## config.mk

```make
export PLATFORM = sky130hd
export DESIGN_NAME = ilv_addr_gen
export DESIGN_NICKNAME = d
export VERILOG_FILES = /design/src/rtl/ilv_pkg.sv /design/src/rtl/ilv_tmpl_tbl.sv /design/src/rtl/ilv_chunk_seq.sv /design/src/rtl/ilv_addr_side.sv /design/src/rtl/ilv_addr_gen.sv
export SDC_FILE = /design/constraint.sdc
export NUM_CORES = 1
export LEC_CHECK = 0
export BUFFER_PORTS_ARGS = -buffer_cell sky130_fd_sc_hd__buf_4
export CAP_MARGIN = 20
export CELL_PAD_IN_SITES_DETAIL_PLACEMENT = 1
export CELL_PAD_IN_SITES_GLOBAL_PLACEMENT = 2
export CORE_ASPECT_RATIO = 0.7
export CORE_MARGIN = 2
export CORE_UTILIZATION = 36
export CTS_BUF_LIST = sky130_fd_sc_hd__clkbuf_8 sky130_fd_sc_hd__clkbuf_16
export CTS_CLUSTER_DIAMETER = 100
export DETAILED_ROUTE_END_ITERATION = 10
export GPL_TIMING_DRIVEN = 0
export PLACE_DENSITY_LB_ADDON = 0.1
export SLEW_MARGIN = 30
export SYNTH_ARGS = -nofsm -noshare
export SYNTH_HDL_FRONTEND = slang
export SYNTH_SLANG_ARGS = --single-unit
```

## constraint.sdc

```tcl
create_clock -name clk -period 12.9 [get_ports clk]
set_clock_uncertainty 0.2 [all_clocks]
set_input_delay 0 -clock clk [delete_from_list [all_inputs] [get_ports clk]]
set_output_delay 0 -clock clk [all_outputs]
set_load 0.02 [all_outputs]
```

## src/rtl/ilv_pkg.sv

```systemverilog
package ilv_pkg;

   typedef enum logic [2:0] {
      DIR_M2M  = 3'd0,
      DIR_M2D  = 3'd1,
      DIR_D2M  = 3'd2,
      DIR_D2D  = 3'd3,
      DIR_NONE = 3'd4
   } dir_e;

   typedef enum logic {
      ST_IDLE = 1'b0,
      ST_RUN  = 1'b1
   } seq_state_e;

   localparam int NUM_SIDES = 2;

endpackage

```

## src/rtl/ilv_tmpl_tbl.sv

```systemverilog
module ilv_tmpl_tbl #(
   parameter int DEPTH = 8,
   parameter int SZ_W  = 16,
   parameter int IDX_W = $clog2(DEPTH)
) (
   input  logic             clk,
   input  logic             rst_n,
   input  logic             wr_en,
   input  logic [IDX_W-1:0] wr_idx,
   input  logic [SZ_W-1:0]  wr_size,
   input  logic [SZ_W-1:0]  wr_gap,
   input  logic [IDX_W-1:0] rd_idx,
   output logic [SZ_W-1:0]  rd_size,
   output logic [SZ_W-1:0]  rd_gap
);

   logic [SZ_W-1:0] size_q [DEPTH];
   logic [SZ_W-1:0] gap_q  [DEPTH];

   for (genvar e = 0; e < DEPTH; e++) begin : g_ent
      always_ff @(posedge clk or negedge rst_n) begin
         if (!rst_n) begin
            size_q[e] <= '0;
            gap_q[e]  <= '0;
         end else if (wr_en && wr_idx == IDX_W'(e)) begin
            size_q[e] <= wr_size;
            gap_q[e]  <= wr_gap;
         end
      end
   end

   assign rd_size = size_q[rd_idx];
   assign rd_gap  = gap_q[rd_idx];

endmodule

```

## src/rtl/ilv_chunk_seq.sv

```systemverilog
module ilv_chunk_seq
   import ilv_pkg::*;
#(
   parameter int DEPTH = 8,
   parameter int SZ_W  = 16,
   parameter int CNT_W = 16,
   parameter int IDX_W = $clog2(DEPTH),
   parameter int LEN_W = $clog2(DEPTH + 1)
) (
   input  logic             clk,
   input  logic             rst_n,
   input  logic             start,
   input  logic             abort,
   input  logic [2:0]       dir,
   input  logic [LEN_W-1:0] len,
   input  logic [CNT_W-1:0] cnt,
   input  logic [SZ_W-1:0]  ent_size,
   input  logic             out_ready,
   output logic [IDX_W-1:0] rd_idx,
   output logic             load,
   output logic             valid,
   output logic             step,
   output logic             jump,
   output logic             busy,
   output logic             done
);

   seq_state_e       st_q;
   logic [IDX_W-1:0] ci_q;
   logic [SZ_W-1:0]  bo_q;
   logic [CNT_W-1:0] fc_q;
   logic [CNT_W-1:0] cnt_q;
   logic [LEN_W-1:0] len_q;
   logic             done_q;

   logic running, start_ok, empty, beat, skip, last_byte;
   logic chunk_end, last_chunk, last_frame;

   assign running    = (st_q == ST_RUN);
   assign start_ok   = !running && start && !abort && (dir < 3'(DIR_NONE));
   assign empty      = (len == '0) || (cnt == '0);
   assign valid      = running && (ent_size != '0);
   assign beat       = valid && out_ready && !abort;
   assign skip       = running && (ent_size == '0) && !abort;
   assign last_byte  = (bo_q == ent_size - SZ_W'(1));
   assign chunk_end  = skip || (beat && last_byte);
   assign last_chunk = (LEN_W'(ci_q) + LEN_W'(1)) == len_q;
   assign last_frame = (fc_q + CNT_W'(1)) == cnt_q;

   always_ff @(posedge clk or negedge rst_n) begin
      if (!rst_n) begin
         st_q   <= ST_IDLE;
         ci_q   <= '0;
         bo_q   <= '0;
         fc_q   <= '0;
         cnt_q  <= '0;
         len_q  <= '0;
         done_q <= 1'b0;
      end else begin
         done_q <= 1'b0;
         if (start_ok) begin
            ci_q  <= '0;
            bo_q  <= '0;
            fc_q  <= '0;
            len_q <= len;
            cnt_q <= cnt;
            if (empty) done_q <= 1'b1;
            else       st_q   <= ST_RUN;
         end else if (running) begin
            if (abort) begin
               st_q <= ST_IDLE;
            end else begin
               if (beat) bo_q <= last_byte ? '0 : bo_q + SZ_W'(1);
               if (chunk_end) begin
                  if (last_chunk) begin
                     ci_q <= '0;
                     if (last_frame) begin
                        st_q   <= ST_IDLE;
                        done_q <= 1'b1;
                     end else begin
                        fc_q <= fc_q + CNT_W'(1);
                     end
                  end else begin
                     ci_q <= ci_q + IDX_W'(1);
                  end
               end
            end
         end
      end
   end

   assign rd_idx = ci_q;
   assign load   = start_ok;
   assign step   = beat;
   assign jump   = chunk_end;
   assign busy   = running;
   assign done   = done_q;

endmodule

```

## src/rtl/ilv_addr_side.sv

```systemverilog
module ilv_addr_side #(
   parameter int AW   = 32,
   parameter int SZ_W = 16
) (
   input  logic            clk,
   input  logic            rst_n,
   input  logic            load,
   input  logic [AW-1:0]   base,
   input  logic            inc_in,
   input  logic            scat_in,
   input  logic            step,
   input  logic            jump,
   input  logic [SZ_W-1:0] gap,
   output logic [AW-1:0]   addr,
   output logic            inc_q
);

   logic          scat_q;
   logic [AW-1:0] stride;

   always_comb begin
      stride = '0;
      if (inc_q) begin
         if (step)           stride = AW'(1);
         if (jump && scat_q) stride = stride + AW'(gap);
      end
   end

   always_ff @(posedge clk or negedge rst_n) begin
      if (!rst_n) begin
         addr   <= '0;
         inc_q  <= 1'b0;
         scat_q <= 1'b0;
      end else if (load) begin
         addr   <= base;
         inc_q  <= inc_in;
         scat_q <= scat_in;
      end else begin
         addr   <= addr + stride;
      end
   end

endmodule

```

## src/rtl/ilv_addr_gen.sv

```systemverilog
module ilv_addr_gen
   import ilv_pkg::*;
#(
   parameter int AW    = 32,
   parameter int SZ_W  = 16,
   parameter int DEPTH = 8,
   parameter int CNT_W = 16,
   parameter int IDX_W = $clog2(DEPTH),
   parameter int LEN_W = $clog2(DEPTH + 1)
) (
   input  logic             clk,
   input  logic             rst_n,
   input  logic             cfg_we,
   input  logic [IDX_W-1:0] cfg_idx,
   input  logic [SZ_W-1:0]  cfg_size,
   input  logic [SZ_W-1:0]  cfg_gap,
   input  logic [AW-1:0]    src_base,
   input  logic [AW-1:0]    dst_base,
   input  logic             src_inc,
   input  logic             src_scat,
   input  logic             dst_inc,
   input  logic             dst_scat,
   input  logic [LEN_W-1:0] frame_len,
   input  logic [CNT_W-1:0] frame_cnt,
   input  logic [2:0]       xfer_dir,
   input  logic             start,
   input  logic             abort,
   output logic             busy,
   output logic             out_valid,
   input  logic             out_ready,
   output logic [AW-1:0]    out_src,
   output logic [AW-1:0]    out_dst,
   output logic             done
);

   if (DEPTH < 2) begin : g_bad_depth
      $error("ilv_addr_gen: DEPTH must be at least 2");
   end
   if (SZ_W > AW) begin : g_bad_sz
      $error("ilv_addr_gen: SZ_W must not exceed AW");
   end
   if (IDX_W != $clog2(DEPTH) || LEN_W != $clog2(DEPTH + 1)) begin : g_bad_w
      $error("ilv_addr_gen: IDX_W/LEN_W must stay at their derived values");
   end

   logic [IDX_W-1:0] rd_idx;
   logic [SZ_W-1:0]  ent_size, ent_gap;
   logic             load, step, jump;

   logic [AW-1:0]        side_base [NUM_SIDES];
   logic [AW-1:0]        side_addr [NUM_SIDES];
   logic [NUM_SIDES-1:0] side_inc_in, side_scat_in, side_inc;

   assign side_base[0]    = src_base;
   assign side_base[1]    = dst_base;
   assign side_inc_in     = {dst_inc, src_inc};
   assign side_scat_in    = {dst_scat, src_scat};

   ilv_tmpl_tbl #(.DEPTH(DEPTH), .SZ_W(SZ_W), .IDX_W(IDX_W)) u_tbl (
      .clk     (clk),
      .rst_n   (rst_n),
      .wr_en   (cfg_we),
      .wr_idx  (cfg_idx),
      .wr_size (cfg_size),
      .wr_gap  (cfg_gap),
      .rd_idx  (rd_idx),
      .rd_size (ent_size),
      .rd_gap  (ent_gap)
   );

   ilv_chunk_seq #(.DEPTH(DEPTH), .SZ_W(SZ_W), .CNT_W(CNT_W),
                   .IDX_W(IDX_W), .LEN_W(LEN_W)) u_seq (
      .clk       (clk),
      .rst_n     (rst_n),
      .start     (start),
      .abort     (abort),
      .dir       (xfer_dir),
      .len       (frame_len),
      .cnt       (frame_cnt),
      .ent_size  (ent_size),
      .out_ready (out_ready),
      .rd_idx    (rd_idx),
      .load      (load),
      .valid     (out_valid),
      .step      (step),
      .jump      (jump),
      .busy      (busy),
      .done      (done)
   );

   for (genvar s = 0; s < NUM_SIDES; s++) begin : g_side
      ilv_addr_side #(.AW(AW), .SZ_W(SZ_W)) u_side (
         .clk     (clk),
         .rst_n   (rst_n),
         .load    (load),
         .base    (side_base[s]),
         .inc_in  (side_inc_in[s]),
         .scat_in (side_scat_in[s]),
         .step    (step),
         .jump    (jump),
         .gap     (ent_gap),
         .addr    (side_addr[s]),
         .inc_q   (side_inc[s])
      );
   end

   assign out_src = side_addr[0];
   assign out_dst = side_addr[1];

endmodule

```

==> results by group, run 1 <==
Run status
  – Status: finished with violations
  – Failing checks: hold timing

Hold path
  – Hold Path End: g_side[1].u_side.addr[31]$_DFF_PN0_
  – Hold Path Class: in -> reg
  – Hold Path Depth: 4
  – Hold Crit Start: xfer_dir[2]

STA
  – Final Hold Vio Count: 1
  – Total Neg Setup Slack: 0 ps
  – # setup viols final: 0
  – Fin crit share: 78.38%
  – Setup repair after global routing missed its margin: false
  – Max Freq: 0.09890 GHz
  – Final WS setup: 2789 ps
  – Slew @ Worst Pin: 970.4 ps
  – Worst-case hold slack: -2.363 ps
  – Slew headroom: 35.00%
  – Minimum clock period: 10110 ps
  – Final Max Slew Viols: 0

Floorplan
  – Die Y: 203.4 um
  – Row cnt: 73
  – Die Span X: 288.9 um
  – I/O pins: 199
  – Core area: 56450 sq um
  – Die area: 58750 sq um
  – Starting Density: 36.22%

Place
  – Post-Place Setup Slack: 2873 ps
  – PortBufs: 193
  – Post-DP HPWL: 45.68 mm
  – GPL Wtd Cong: 0.8209

Clocking
  – CTS root buf: clkbuf_16
  – Clock Sinks: 381
  – TritonCTS Buffers: 43
  – Deepest clock path buffer count: 3
  – Post_cts resized: 0
  – Post-CTS setup buffers: 0
  – Clock Pin Slew Worst Setup and Hold Paths: 60 ps
  – CTS tree: done
  – Worst skew pair latency: 590 ps
  – Hold-fix buffers at CTS: 202
  – Max H-tree Level: 2

Power and ir drop
  – PD cells: 139.1 nW/um^2
  – Combinational share of power: 23.3%
  – Clock power share: 33.5%
  – Sw Share: 29.90%
  – Switching power: 0.001100 W
  – Peak supply drop: 0.00008468 V
  – Pleak: 11.34 nW
  – Power Internal: 0.002578 W
  – Seq pwr share: 43.3%

Synthesis
  – Mapped Cells: 1793
  – Commonest register cell after synthesis: dfrtp_1
  – Synth area leader: dfrtp_1
  – Sequential area share after synthesis: 46.63%
  – Area fraction of the dominant cell type after synthesis: 46.63%
  – Synthesized flop and latch total: 381
  – Number of synthesized flops with an enable pin: 0
  – Mapped Nets: 1968
  – Synth Area per Inst: 11.40 sq um
  – Post-synth ARST share: 100.0%
  – Netlist cell types: 76
  – Netlist Area Pre-Place: 20450 sq um
  – Yosys Warn Count: 0
  – Dominant cells by area after synthesis: dfrtp_1 47%, mux2_2 14%, mux4_2 5.8%, nand2_1 3.4%, xnor2_1 3.0%

Global route
  – Met3 usage: 3.300%
  – Total gr overflow: 0
  – Met1 Resource Use GR: 32.58%
  – Overall global routing resource usage: 22.61%
  – Largest net degree at the start of global routing: 83
  – GR peak layer: met2
  – Initial antenna violation count: 4
  – Number of global-route vias before repair: 17.12k
  – First-pass GRT wire length: 102.1 mm
  – Global-route met2 utilization: 36.24%

Critical path
  – Register-to-register setup slack: 2790 ps
  – Worst reg2reg endpoint: g_side[1].u_side.addr[26]$_DFF_PN0_
  – Max incr delay on CP: 650 ps
  – CP arrival: 10360 ps
  – CP startpoint kind: flip-flop
  – Worst EP required: 13150 ps
  – Crit-path slowest cell: buf_1
  – Crit path capture type: flip-flop
  – Depth of the worst register-to-register path: 32
  – Max FO, Critical Path: 10
  – Crit path kind: reg -> reg
  – Critical path's most frequent cell: a21oi_1
  – RR Startpoint: u_seq.rd_idx[1]$_DFFE_PN0P_

Route
  – DRT iter0 DRCs: 900
  – Avg WL per Cell: 21.74 um
  – Antenna Violating Nets Remaining: 0
  – Avg Vias per Cell: 5.238
  – Residual DRC count: 0
  – TritonRoute pass-1 iters: 5
  – Routed WL: 65.80 mm
  – Vias post-DR: 15.86k

Finish
  – Final nets: 2414
  – Final Util: 46.86%
  – Fraction of layout cells with a size suffix above 1: 28.52%
  – Fillers: 6051
  – Reg area: 9534 sq um
  – Commonest non-fill, non-tap cell in the layout: dfrtp_1
  – Most frequent cells in the layout: 381 x dfrtp_1, 260 x mux2_2, 201 x dlygate4sd3_1
  – Area Growth Syn to Fin: 29.35%
  – Multi-input gate area: 10400 sq um

Run
  – Maxcap violations: 0
==> cell usage after synthesis, types with 7 or more instances <==
| cell | count |
|---|---|
| xor2_1 | 50 |
| mux2_2 | 260 |
| xnor2_1 | 69 |
| buf_2 | 17 |
| buf_6 | 8 |
| clkbuf_1 | 51 |
| nor2_1 | 111 |
| nand3_1 | 43 |
| nand4_1 | 13 |
| nand2_1 | 184 |
| dfrtp_1 | 381 |
| a21o_1 | 19 |
| o21ai_2 | 10 |
| nand2b_1 | 14 |
| a22oi_1 | 9 |
| nor4_1 | 15 |
| and3_1 | 28 |
| nor3b_1 | 16 |
| o31ai_1 | 7 |
| and2_1 | 10 |
| inv_1 | 33 |
| a21oi_1 | 46 |
| o21ai_0 | 76 |
| or3_1 | 9 |
| nor2b_1 | 19 |
| nor3_1 | 37 |
| ha_1 | 41 |
| a31oi_1 | 8 |
| mux4_2 | 53 |
| mux2i_1 | 53 |
==> final cells by class <==
cell class              count  share of cell area, %
diodes                      5                0.04731
plain buffers              85                  1.585
clock buffers              53                  4.589
clock inverters            25                 0.7332
inverters                  33                 0.4683
multi-input cells        1294                  39.31
flip-flops and latches    381                  36.05
well taps                 750                  3.548
repair buffers            401                  13.67
==> worst max-delay path, delay by kind of cell, from the launching register on <==
family	cells	cell delay (ps)
and+or+nand+nor	5	1310
DFF	1	380
adders and majority gates	3	1010
xor gates and xnor gates	1	200
buffers and inverters	8	3070
muxes	2	890
AOI/OAI and AO/OA	13	2920
==> registers in the layout (all words and copies together) (netlist names) <==
register	cells
u_tbl.gap_q	128
u_seq.done	1
g_side.u_side.scat_q	2
u_seq.busy	1
u_tbl.size_q	128
g_side.u_side.addr	64
u_seq.fc_q	16
u_seq.cnt_q	16
u_seq.bo_q	16
u_seq.len_q	4
u_seq.rd_idx	3
g_side.u_side.inc_q	2
==> worst max-delay path by stage <==
stage | slack, ps | end | from | cells past startpoint
after global routing | 1950 | g_side[1].u_side.addr[26]$_DFF_PN0_ | u_seq.rd_idx[1]$_DFFE_PN0P_ | 32
after CTS | 2310 | g_side[1].u_side.addr[26]$_DFF_PN0_ | u_seq.rd_idx[1]$_DFFE_PN0P_ | 32
after detailed placement | 2870 | g_side[1].u_side.addr[30]$_DFF_PN0_ | u_seq.rd_idx[1]$_DFFE_PN0P_ | 31
final | 2790 | g_side[1].u_side.addr[26]$_DFF_PN0_ | u_seq.rd_idx[1]$_DFFE_PN0P_ | 32
after floorplan | 5380 | g_side[1].u_side.addr[30]$_DFF_PN0_ | u_seq.rd_idx[1]$_DFFE_PN0P_ | 31
after global placement | 3010 | g_side[1].u_side.addr[26]$_DFF_PN0_ | u_seq.rd_idx[1]$_DFFE_PN0P_ | 31
==> routing by layer <==
metal | routed length [um] | up-vias
met5 | 0 | -
met4 | 958 | 0
met3 | 2413 | 55
met2 | 30480 | 246
met1 | 31940 | 8207
li1 | - | 7347
==> power groups by stage <==
stage,Clock [W],Combinational [W],Sequential [W]
after global routing,0.00132,0.000934,0.00162
after floorplan,0,0.000466,0.00161
final,0.00123,0.000855,0.00159
after detailed placement,0,0.000795,0.00161
after CTS,0.00127,0.000858,0.00159
after global placement,0,0.000767,0.00159
==> stage by stage <==
step | std cells | cell area, sq um | total power [W]
after floorplan | 1793 | 20450 | 0.002072
after global placement | 2736 | 22830 | 0.002360
after detailed placement | 2742 | 22980 | 0.002404
after CTS | 3022 | 26430 | 0.003718
after global routing | 3025 | 26440 | 0.003872
final | 3027 | 26450 | 0.003678
==> logic make-up (layout without fill, tap and decap cells) <==
family,Yosys count,count (layout),synth area share [%]
xor+xnor,119,119,5.097
simple gates,528,528,12.53
buf+inv,118,597,2.656
other cells,0,5,0
fa+ha+maj,43,43,2.705
mux,367,367,22.82
compound gates,237,237,7.557
flops,381,381,46.63
No activity file was read; power rests on OpenSTA's default activity.
==> run 2: changes to the inputs <==
Clock period 12.9 ns to 9.55 ns, I/O delays scaled along.
==> results by group, run 2 (synthesis results as in run 1) <==
Run status
  – Status: complete, no violations

STA
  – Minimum clock period: 8801 ps (-1310 ps)
  – Slew @ Worst Pin: 964.7 ps (-5.678 ps)
  – # setup viols final: 0 (unchanged)
  – Total Neg Setup Slack: 0 ps (unchanged)
  – Final Hold Vio Count: 0 (-1)
  – Max Freq: 0.1136 GHz (+15%)
  – Fin crit share: 92.16% (+14 points)
  – Slew headroom: 35.68% (+0.68 points)
  – Final Max Slew Viols: 0 (unchanged)
  – Setup repair after global routing missed its margin: false
  – Worst-case hold slack: 22.70 ps (+25.06 ps)

Finish
  – Fillers: 6065 (+0.23%)
  – Commonest non-fill, non-tap cell in the layout: dfrtp_1
  – Final Util: 46.74% (-0.12 points)
  – Biggest regs: u_tbl.gap_q: 128 flops, u_tbl.size_q: 128 flops, g_side.u_side.addr: 64 flops
  – Fraction of layout cells with a size suffix above 1: 28.78% (+0.26 points)
  – Most frequent cells in the layout: 381 x dfrtp_1, 260 x mux2_2, 194 x buf_4
  – Final nets: 2404 (-0.41%)
  – Area Growth Syn to Fin: 29.02%

Clocking
  – Deepest clock path buffer count: 3 (unchanged)
  – CTS tree: done
  – CTS root buf: clkbuf_16
  – Clock Pin Slew Worst Setup and Hold Paths: 60 ps (about the same)
  – Max H-tree Level: 2 (unchanged)
  – Worst skew pair latency: 590 ps (about the same)
  – TritonCTS Buffers: 43 (unchanged)
  – Clock Sinks: 381 (unchanged)

Power and ir drop
  – Seq pwr share: 43.4% (about the same)
  – PD cells: 187.9 nW/um^2 (+35%)
  – Combinational share of power: 23.1% (-0.2 points)
  – Peak supply drop: 0.0001140 V (+35%)
  – Final total power: 0.004957 W (+35%)
  – Switching power: 0.001483 W (+35%)
  – Pleak: 11.30 nW (-0.35%)
  – Clock power share: 33.6% (about the same)
  – Sw Share: 29.93% (about the same)
  – Power Internal: 0.003473 W (+35%)

Global route
  – GR peak layer: met2
  – Met1 Resource Use GR: 32.32% (-0.26 points)
  – Number of global-route vias before repair: 17.10k (-0.13%)
  – Met3 usage: 3.277% (-0.022 points)
  – Largest net degree at the start of global routing: 83 (unchanged)
  – Total gr overflow: 0 (unchanged)
  – Initial antenna violation count: 4 (unchanged)
  – Overall global routing resource usage: 22.54% (-0.063 points)
  – Global-route met2 utilization: 36.38% (+0.14 points)
  – First-pass GRT wire length: 101.8 mm (-0.30%)

Place
  – GPL Wtd Cong: 0.8209 (unchanged)
  – Post-DP HPWL: 45.68 mm (unchanged)
  – PortBufs: 193 (unchanged)

Route
  – Vias post-DR: 15.81k (-0.28%)
  – Avg Vias per Cell: 5.241 (about the same)
  – TritonRoute pass-1 iters: 5 (unchanged)
  – Residual DRC count: 0 (unchanged)
  – Avg WL per Cell: 21.75 um (about the same)
  – Routed WL: 65.62 mm (-0.28%)
  – Antenna Violating Nets Remaining: 0 (unchanged)
  – DRT iter0 DRCs: 825 (-8.3%)

Floorplan
  – Starting Density: 36.22% (unchanged)
  – Row cnt: 73 (unchanged)
  – Core area: 56450 sq um (unchanged)
  – Die Y: 203.4 um (unchanged)
  – I/O pins: 199 (unchanged)
  – Die Span X: 288.9 um (unchanged)
  – Die area: 58750 sq um (unchanged)

Critical path
  – Critical path's most frequent cell: buf_2
  – CP arrival: 9030 ps (-1330 ps)
  – Crit-path slowest cell: a31oi_2
  – RR Startpoint: u_seq.rd_idx[2]$_DFFE_PN0P_
  – Crit path kind: reg -> reg
  – Worst EP required: 9780 ps (-3370 ps)
  – Setup crit start: u_seq.rd_idx[2]$_DFFE_PN0P_
  – Crit path capture type: flip-flop
  – CP startpoint kind: flip-flop
  – Max incr delay on CP: 590 ps (-60 ps)
  – Max FO, Critical Path: 19 (+9)

Hold path
  – Hold Path Class: in -> reg
  – Hold Crit Start: dst_base[8]

Run
  – Maxcap violations: 0 (unchanged)
==> run 2: stage by stage <==
stage / worst slack (ps) / area (sq um) / std cells
after floorplan: 2031 / 20450 / 1793
after global placement: -339.8 / 22830 / 2736
after detailed placement: -476.9 / 22980 / 2742
after CTS: 253.1 / 26340 / 3012
after global routing: 89.54 / 26380 / 3015
final: 748.9 / 26380 / 3017
==> run 2: critical path: cells and delay by family, from the launching register on <==
kind | cells | cell delay, ps
DFF | 1 | 340
adders and majority gates | 3 | 1010
and+or+nand+nor | 5 | 1290
xor gates and xnor gates | 1 | 180
muxes | 2 | 700
buffers and inverters | 6 | 2090
AOI/OAI and AO/OA | 13 | 2800
==> run 2: final timing paths <==
kind                            cells past startpoint                             endpoint  slack, ps
worst max-delay path                               30  g_side[0].u_side.addr[20]$_DFF_PN0_        750
worst min-delay path                                4   g_side[1].u_side.addr[8]$_DFF_PN0_         20
worst max register to register                     30  g_side[0].u_side.addr[20]$_DFF_PN0_        750
worst min register to register                      2          u_seq.cnt_q[12]$_DFFE_PN0P_        300
max in group asynchronous                           5         u_tbl.gap_q[121]$_DFFE_PN0P_       7950
min in group asynchronous                           4            u_seq.fc_q[7]$_DFFE_PN0P_        440
==> run 2: layout make-up <==
type / instances / area, sq um / area share [%]
flip-flops and latches: 381 / 9534 / 36.14
repair buffers: 393 / 3536 / 13.40
plain buffers: 83 / 412.9 / 1.565
inverters: 33 / 123.9 / 0.4695
multi-input cells: 1294 / 10420 / 39.48
well taps: 750 / 938.4 / 3.557
clock buffers: 53 / 1214 / 4.600
diodes: 5 / 12.51 / 0.04743
clock inverters: 25 / 193.9 / 0.7351
==> run 2: per-layer routing <==
layer  vias up  part of all wire [%]
li1       7319                     -
met1      8177                    48
met2       251                    46
met3        64                   3.8
met4         0                   1.5
met5         -                     0
==> run 2: what timing repair did <==
action,CTS,global route
setup endpoints to repair,22,22
buffers inserted,0,0
endpoints found under the hold margin,660,0
pin swaps,0,0
resized for setup,1,5
hold buffers,194,0
==> run 2: power by group through the flow <==
stage | combinational [W] | sequential [W] | clock, W
floorplan | 0.000630 | 0.00217 | 0
global placement | 0.00104 | 0.00215 | 0
detailed placement | 0.00107 | 0.00217 | 0
CTS | 0.00115 | 0.00215 | 0.00172
global route | 0.00125 | 0.00219 | 0.00178
finish | 0.00114 | 0.00215 | 0.00166
==> run 3: changes to the inputs <==
Settings changed: RECOVER_POWER set to 50.
==> results by group, run 3 (synthesis results as in run 1) <==
Critical path
  – RR Startpoint: u_seq.rd_idx[2]$_DFFE_PN0P_
  – Register-to-register setup slack: 750 ps (about the same)
  – Stages on the worst setup path: 30 (unchanged)
  – Depth of the worst register-to-register path: 30 (unchanged)
  – WP buf/inv: 6 (unchanged)
  – Crit path kind: reg -> reg
  – Max incr delay on CP: 580 ps (about the same)
  – CP arrival: 9030 ps (about the same)
  – Setup crit start: u_seq.rd_idx[2]$_DFFE_PN0P_
  – Critical path's most frequent cell: buf_2
  – CP startpoint kind: flip-flop
  – Critical Path Sink: g_side[0].u_side.addr[20]$_DFF_PN0_
  – Crit path capture type: flip-flop
  – Worst reg2reg endpoint: g_side[0].u_side.addr[20]$_DFF_PN0_
  – Max FO, Critical Path: 19 (unchanged)
  – Crit-path slowest cell: a31oi_2
  – CP top delay family: compound AO/OA/AOI/OAI gates
  – Worst EP required: 9780 ps (about the same)

Place
  – Dpl cell area: 22980 sq um (unchanged)
  – Post-DP HPWL: 45.68 mm (unchanged)
  – GPL Wtd Cong: 0.8209 (unchanged)
  – PortBufs: 193 (unchanged)

Finish
  – Final nets: 2404 (unchanged)
  – Area Growth Syn to Fin: 27.18%
  – Fillers: 6122 (+0.94%)
  – Biggest regs: u_tbl.gap_q: 128 flops, u_tbl.size_q: 128 flops, g_side.u_side.addr: 64 flops
  – Commonest non-fill, non-tap cell in the layout: dfrtp_1
  – Finished Cell Area: 26000 sq um (-1.4%)
  – Fraction of layout cells with a size suffix above 1: 25.60% (-3.2 points)
  – Most frequent cells in the layout: 381 x dfrtp_1, 260 x mux2_2, 193 x dlygate4sd3_1

Power and ir drop
  – Power Internal: 0.003421 W (-1.5%)
  – Peak supply drop: 0.0001140 V (about the same)
  – PD cells: 188.5 nW/um^2 (+0.32%)
  – Combinational share of power: 22.2% (-0.9 points)
  – Seq pwr share: 43.8% (+0.4 points)
  – Clock power share: 33.9% (+0.3 points)
  – Sw Share: 30.21% (+0.28 points)
  – Pleak: 10.99 nW (-2.7%)
  – Switching power: 0.001480 W (-0.19%)

Route
  – TritonRoute pass-1 iters: 5 (unchanged)
  – Vias post-DR: 15.82k (+0.038%)
  – DRT iter0 DRCs: 753 (-8.7%)
  – Avg Vias per Cell: 5.243 (about the same)
  – Antenna Violating Nets Remaining: 0 (unchanged)
  – Routed WL: 65.65 mm (about the same)
  – Residual DRC count: 0 (unchanged)
  – Avg WL per Cell: 21.76 um (about the same)

Hold path
  – Hold Path Depth: 4 (unchanged)
  – Hold Path Class: in -> reg

STA
  – Max Freq: 0.1137 GHz (about the same)
  – Final Hold Vio Count: 0 (unchanged)
  – Slew @ Worst Pin: 4576 ps (+3611 ps)
  – Minimum clock period: 8796 ps (-5.013 ps)
  – Fin crit share: 92.11% (about the same)
  – Total Neg Setup Slack: 0 ps (unchanged)
  – Final Max Slew Viols: 387 (+387)
  – Slew headroom: -205.0% (-240 points)
  – # setup viols final: 0 (unchanged)
  – Setup repair after global routing missed its margin: false

Floorplan
  – I/O pins: 199 (unchanged)
  – Core area: 56450 sq um (unchanged)
  – Die Y: 203.4 um (unchanged)
  – Row cnt: 73 (unchanged)
  – Die Span X: 288.9 um (unchanged)
  – Starting Density: 36.22% (unchanged)
  – Die area: 58750 sq um (unchanged)

Global route
  – Total gr overflow: 0 (unchanged)
  – First-pass GRT wire length: 101.8 mm (unchanged)
  – Number of global-route vias before repair: 17.10k (unchanged)
  – Largest net degree at the start of global routing: 83 (unchanged)
  – Overall global routing resource usage: 22.54% (unchanged)
  – Initial antenna violation count: 4 (unchanged)

Clocking
  – Clock Pin Slew Worst Setup and Hold Paths: 60 ps (about the same)
  – TritonCTS Buffers: 43 (unchanged)
  – Deepest clock path buffer count: 3 (unchanged)
  – Post-CTS setup buffers: 0 (unchanged)
  – Max H-tree Level: 2 (unchanged)
  – Clock Sinks: 381 (unchanged)
  – CTS root buf: clkbuf_16
  – CTS tree: done
  – Worst skew pair latency: 590 ps (about the same)

Run status
  – Status: finished with violations
  – Failing checks: capacitance limit, slew limit

Run
  – Maxcap violations: 5 (+5)
-- run 3: cell types whose count changed in the layout (fill, tap and decap cells not counted) --
cell and delta:
buf_4 -66, buf_8 -1, buf_16 -5, clkbuf_1 +72
-- run 3: layer usage --
layer / up-vias / GRT usage, % / share of wire (%) / wire length, um
li1: 7324 / - / - / -
met1: 8177 / 32.32 / 48 / 31790
met2: 252 / 36.38 / 46 / 30430
met3: 64 / 3.277 / 3.6 / 2372
met4: 0 / 4.492 / 1.6 / 1066
met5: - / 0 / 0 / 0
-- run 3: final cells by class --
class | count | area, sq um | share of cell area (%)
Antenna cell | 5 | 12.51 | 0.04812
Buffer | 83 | 412.9 | 1.588
Clock buffer | 53 | 1214 | 4.667
Clock inverter | 25 | 193.9 | 0.7458
Inverter | 33 | 123.9 | 0.4764
Multi-Input combinational cell | 1294 | 10420 | 40.06
Sequential cell | 381 | 9534 | 36.66
Tap cell | 750 | 938.4 | 3.609
Timing Repair Buffer | 393 | 3158 | 12.14
-- run 3: metrics by stage --
step	total power, W	utilization [%]	setup WS, ps	cells	hold WS [ps]
5_1_grt	0.005162	46.06	69.17	3015	15.12
6_report	0.004901	46.07	753.9	3017	17.47
2_1_floorplan	0.002799	-	2031	1793	-495.6
3_3_place_gp	0.003188	40.45	-339.8	2736	-3.338
4_1_cts	0.005011	46.67	253.1	3012	0.3759
3_5_place_dp	0.003247	40.71	-476.9	2742	-155.0
-- run 3: worst min-delay path by stage --
stage / from / slack [ps] / end
after floorplan: rst_n / -500 / g_side[0].u_side.addr[0]$_DFF_PN0_
after global placement: dst_base[1] / -3 / g_side[1].u_side.addr[1]$_DFF_PN0_
after detailed placement: rst_n / -160 / u_seq.cnt_q[8]$_DFFE_PN0P_
after CTS: dst_base[8] / 0.4 / g_side[1].u_side.addr[8]$_DFF_PN0_
after global routing: dst_base[8] / 20 / g_side[1].u_side.addr[8]$_DFF_PN0_
final: dst_base[8] / 20 / g_side[1].u_side.addr[8]$_DFF_PN0_
-- run 3: worst register-to-register path, delay by kind of cell, from the launching register on --
kind / cells / cell delay, ps
simple gates: 5 / 1290
mux: 2 / 690
buf+inv: 6 / 2140
flops: 1 / 340
xor+xnor: 1 / 180
fa+ha+maj: 3 / 1010
compound gates: 13 / 2770
-- run 3: power by group through the flow --
stage          logic (W)  clock network (W)  registers (W)
2_1_floorplan   0.000630                  0        0.00217
3_3_place_gp     0.00104                  0        0.00215
3_5_place_dp     0.00107                  0        0.00217
4_1_cts          0.00115            0.00172        0.00215
5_1_grt          0.00119            0.00178        0.00219
6_report         0.00109            0.00166        0.00215
-- run 3: repair_timing --
item	in CTS	in global routing
hold buffers	194	0
setup endpoints to repair	22	22
gates resized for setup	1	5
endpoints found under the hold margin	660	0
